`config.mk`:
```
export PLATFORM = sky130hd
export DESIGN_NAME = ed_list_sched
export DESIGN_NICKNAME = d
export VERILOG_FILES = /design/src/rtl/ed_list_sched.sv
export SDC_FILE = /design/constraint.sdc
export NUM_CORES = 1
export LEC_CHECK = 0
export BUFFER_PORTS_ARGS = -buffer_cell sky130_fd_sc_hd__buf_2
export CAP_MARGIN = 20
export CORE_AREA = 2 2 39 41
export CTS_BUF_LIST = sky130_fd_sc_hd__clkbuf_4 sky130_fd_sc_hd__clkbuf_8
export DETAILED_ROUTE_END_ITERATION = 7
export DIE_AREA = 0 0 41 43
export HOLD_SLACK_MARGIN = 0.1
export PLACE_DENSITY_LB_ADDON = 0.1
export SETUP_SLACK_MARGIN = 0.4
export SLEW_MARGIN = 40
export SYNTH_ARGS = -nofsm -noshare
export SYNTH_HDL_FRONTEND = slang
export SYNTH_SLANG_ARGS = --single-unit
```
`constraint.sdc`:
```
create_clock -name clk -period 3.45 [get_ports clk]
set_clock_uncertainty 0.15 [all_clocks]
set_input_delay 0.5175 -clock clk [delete_from_list [all_inputs] [get_ports clk]]
set_output_delay 0.5175 -clock clk [all_outputs]
set_load 0.005 [all_outputs]
```
`src/rtl/ed_list_sched.sv`:
```
module ed_list_sched #(
  parameter int RATIO_W = 2
) (
  input  logic               clk,
  input  logic               rst,
  input  logic               frame_start,
  input  logic               per_window,
  input  logic               per_ready,
  input  logic               ctl_ready,
  input  logic               blk_ready,
  input  logic               ed_done,
  input  logic               ed_iso,
  input  logic [RATIO_W-1:0] ratio,
  input  logic               per_on,
  input  logic               iso_on,
  input  logic               ctl_on,
  input  logic               blk_on,
  output logic [3:0]         grant
);
  localparam int CNT_W = RATIO_W + 1;
  localparam logic [CNT_W-1:0] CNT_MAX = CNT_W'(1) << RATIO_W;
  localparam logic [3:0] G_PER  = 4'b0001;
  localparam logic [3:0] G_CTL  = 4'b0010;
  localparam logic [3:0] G_BLK  = 4'b0100;
  localparam logic [3:0] G_IDLE = 4'b1000;

  logic             per_q, iso_q, stop_q;
  logic [CNT_W-1:0] cnt_q, cnt_d;
  logic [3:0]       grant_q, pick;

  wire iso_hit  = grant_q[0] & ed_iso & ~iso_q;
  wire decide   = frame_start | ed_done | iso_hit | grant_q[3];
  wire per_f    = frame_start ? per_on : per_q;
  wire stop_f   = frame_start ? 1'b0 : (stop_q | iso_hit);
  wire per_ok   = per_window & per_ready & per_f & ~stop_f;
  wire ctl_ok   = ctl_on & ctl_ready;
  wire blk_ok   = blk_on & blk_ready;
  wire want_ctl = cnt_q <= {1'b0, ratio};

  always_comb begin
    if (per_ok)        pick = G_PER;
    else if (want_ctl) pick = ctl_ok ? G_CTL : (blk_ok ? G_BLK : G_IDLE);
    else               pick = blk_ok ? G_BLK : (ctl_ok ? G_CTL : G_IDLE);
  end

  always_comb begin
    cnt_d = cnt_q;
    if (pick == G_BLK)
      cnt_d = '0;
    else if (pick == G_CTL && cnt_q != CNT_MAX)
      cnt_d = cnt_q + 1'b1;
  end

  always_ff @(posedge clk) begin
    if (rst) begin
      grant_q <= G_IDLE;
      cnt_q   <= '0;
      stop_q  <= 1'b0;
      per_q   <= per_on;
      iso_q   <= iso_on;
    end else begin
      stop_q <= stop_f;
      if (frame_start) begin
        per_q <= per_on;
        iso_q <= iso_on;
      end
      if (decide) begin
        grant_q <= pick;
        cnt_q   <= cnt_d;
      end
    end
  end

  assign grant = grant_q;
endmodule

```
==> results.cfg <==
[global_routing]
antenna_found_initial = 0
first_global_vias = 545
grt_pass1_wl_mm = 2.201
grt_max_degree = 8
grt_overflow = 0
grt.total_usage = 0.1917

[sta]
finalCritPeriodShare = 0.5355
hold_viol_final = 0
min_period_ns = 1.847
fmax_ghz = 0.5413
tns_ns = 0
worstMarginPinSlew_ns = 0.4574
rsz0062_at_grt = false
slew_viol_final = 0
final-setup-viol-count = 0
slew_headroom = 0.6922

[floorplan]
die_w_um = 41
design.die.area_um2 = 1763
num_io_pins = 19
num_rows = 14
die_h_um = 43
core_um2 = 1384
initial_utilization = 0.4575

[pwr]
ir_drop_mv = 0.2261
cellPowerDensity_nw_per_um2 = 364.1
p_total_w = 0.0002797
p_leak_nw = 0.3317

[synthesis]
synth-xor-area-share = 0
syn_nets = 83
synth_fa_ha_area_frac = 0.07905
yosys_warnings = 0
syn_area_per_cell_um2 = 9.892
synth_top_family_by_area = compound AO/OA/AOI/OAI gates
synthDistinctLibCells = 38
synth_mux_area_frac = 0.01779
yosysSeqAreaShare = 0.3320
synthesis.area_um2 = 633.1
ys_seq_elements = 10
synth_compound_area_frac = 0.2688
synthSimpleGateAreaFrac = 0.2549
synth_cells = 64

[finish]
final-seq-area_um2 = 210.2
multi_input_area_um2 = 392.9
area_growth_pct = 21.34
post-route-util = 0.5552
n_antenna_cell = 0
fill_cells = 137
finish.instance_area_um2 = 768.2
drive_above_1_share = 0.3882
layout.nets = 105

[worst_setup_path]
critPathMaxFanout = 4
endpoint = cnt_q[0]
crit_path_start_kind = flop
crit_path_start = cnt_q[1]
reg2reg_slack_ns = 1.60
r2r_end = cnt_q[0]
reg2reg_from = cnt_q[1]
arrival_ns = 1.85
crit_type = flop to flop
cp-end-kind = flop
worst_r2r_path_depth = 5
crit_required_ns = 3.46

[job]
max-cap-violations = 0

[place]
globalplace.congestion = 0.8852
dp_hpwl_mm = 1.070
io_buffer_count = 18
dpl_cell_area_um2 = 732.0

[clocking]
clock_sinks = 10
cts_hold_buf = 0
clkTransAtPathRegs_ns = 0.06
cts_resized = 0
cts_max_level = 1
post_cts_buffers = 0
clockBufferDepth = 2
clk_latency_ns = 0.27
root_buffer = clkbuf_4
cts_made_buffers = 3
cts_tree = done

[run_status]
status = completed

[routing]
dr.first_iter.drc_count = 16
drc = 0
postRouteAntennaNets = 0
first_pass_iters = 4
avgViaCountPerCell = 5.663
wl_per_cell_um = 13.18
finalWirelength_mm = 1.331
vias = 572

[worst_hold_path]
hold_path.class = input pin to flop
-- sequential cells by signal (all words and copies together) (netlist names) --
signal	flops
cnt_q	3
grant	4
iso_q	1
per_q	1
stop_q	1
-- worst min-delay path by stage --
stage | start | end | slack [ns] | cells after the start
finish | iso_on | iso_q | 0.29 | 1
global route | iso_on | iso_q | 0.27 | 1
CTS | iso_on | iso_q | 0.28 | 1
detailed placement | grant[1] | grant[1] | 0.30 | 2
global placement | grant[2] | grant[2] | 0.30 | 2
floorplan | grant[1] | grant[1] | 0.30 | 2
-- through the flow --
stage          cells  hold slack, ns  setup WS [ns]
2_1_floorplan     64          0.3030          1.606
3_3_place_gp      97          0.3036          1.436
3_5_place_dp      97          0.2980          1.355
4_1_cts          101          0.2813          1.600
5_1_grt          101          0.2747          1.488
6_report         101          0.2876          1.603
-- synth_stat cells, drive strengths merged --
master / count / share of area
inv: 5 / 0.030
or3: 1 / 0.018
o41a: 1 / 0.020
mux2: 1 / 0.018
or2: 1 / 0.0099
buf: 1 / 0.018
o311ai: 2 / 0.028
nor4: 2 / 0.020
o21ai: 2 / 0.016
nor2: 3 / 0.022
o41ai: 4 / 0.085
edfxtp: 1 / 0.047
and3: 1 / 0.0099
nand2: 6 / 0.036
a21oi: 2 / 0.022
dfxtp: 9 / 0.28
a22oi: 1 / 0.012
nor2b: 2 / 0.020
and3b: 1 / 0.014
o211ai: 1 / 0.012
nand4b: 1 / 0.014
nor3: 2 / 0.024
ha: 4 / 0.079
and2: 2 / 0.020
nand3b: 1 / 0.012
a41oi: 1 / 0.026
a2111o: 1 / 0.018
nand3: 1 / 0.0079
a211oi: 1 / 0.020
nand4: 2 / 0.030
o21a: 1 / 0.012
-- report_power, final --
group          switching, W  internal [W]
logic             0.0000237     0.0000212
clock network     0.0000423     0.0000642
registers        0.00000487      0.000124
-- routing by layer --
metal	routed length (um)	track usage
met2	639	0.2906
met1	587	0.2288
met3	82	0.04712
met5	0	0
met4	22	0.1200
-- cell usage in the layout, fill, tap and decap left out, types with 2 or more instances in the layout --
cell type / n
ha_1: 4
nor2_1: 2
dfxtp_1: 9
buf_2: 18
o41ai_1: 3
nor2b_1: 2
clkbuf_4: 3
nor4_1: 2
inv_1: 5
nand2_1: 6
and2_1: 2
-- critical path, stage by stage, from the launching register on --
cell	delay, ns
dfxtp_1	0.40
ha_1	0.27
nor2b_1	0.14
o211ai_1	0.33
nand4_2	0.18
o41ai_1	0.28
-- cell families (layout without fill, tap and decap cells) --
logic type	Yosys count	after routing
adder cells (fa/ha/maj)	4	4
multiplexers	1	1
AO/OA/AOI/OAI	17	17
buffers and inverters	6	27
AND/OR/NAND/NOR	26	26
flip-flops	10	10
-- final cells by class --
class / count / share of cell area
multi-input cells: 48 / 0.5114
flip-flops and latches: 10 / 0.2736
repair buffers: 18 / 0.1173
clock buffers: 4 / 0.04723
well taps: 16 / 0.02606
inverters: 5 / 0.02443
No activity file was read; power rests on OpenSTA's default activity.
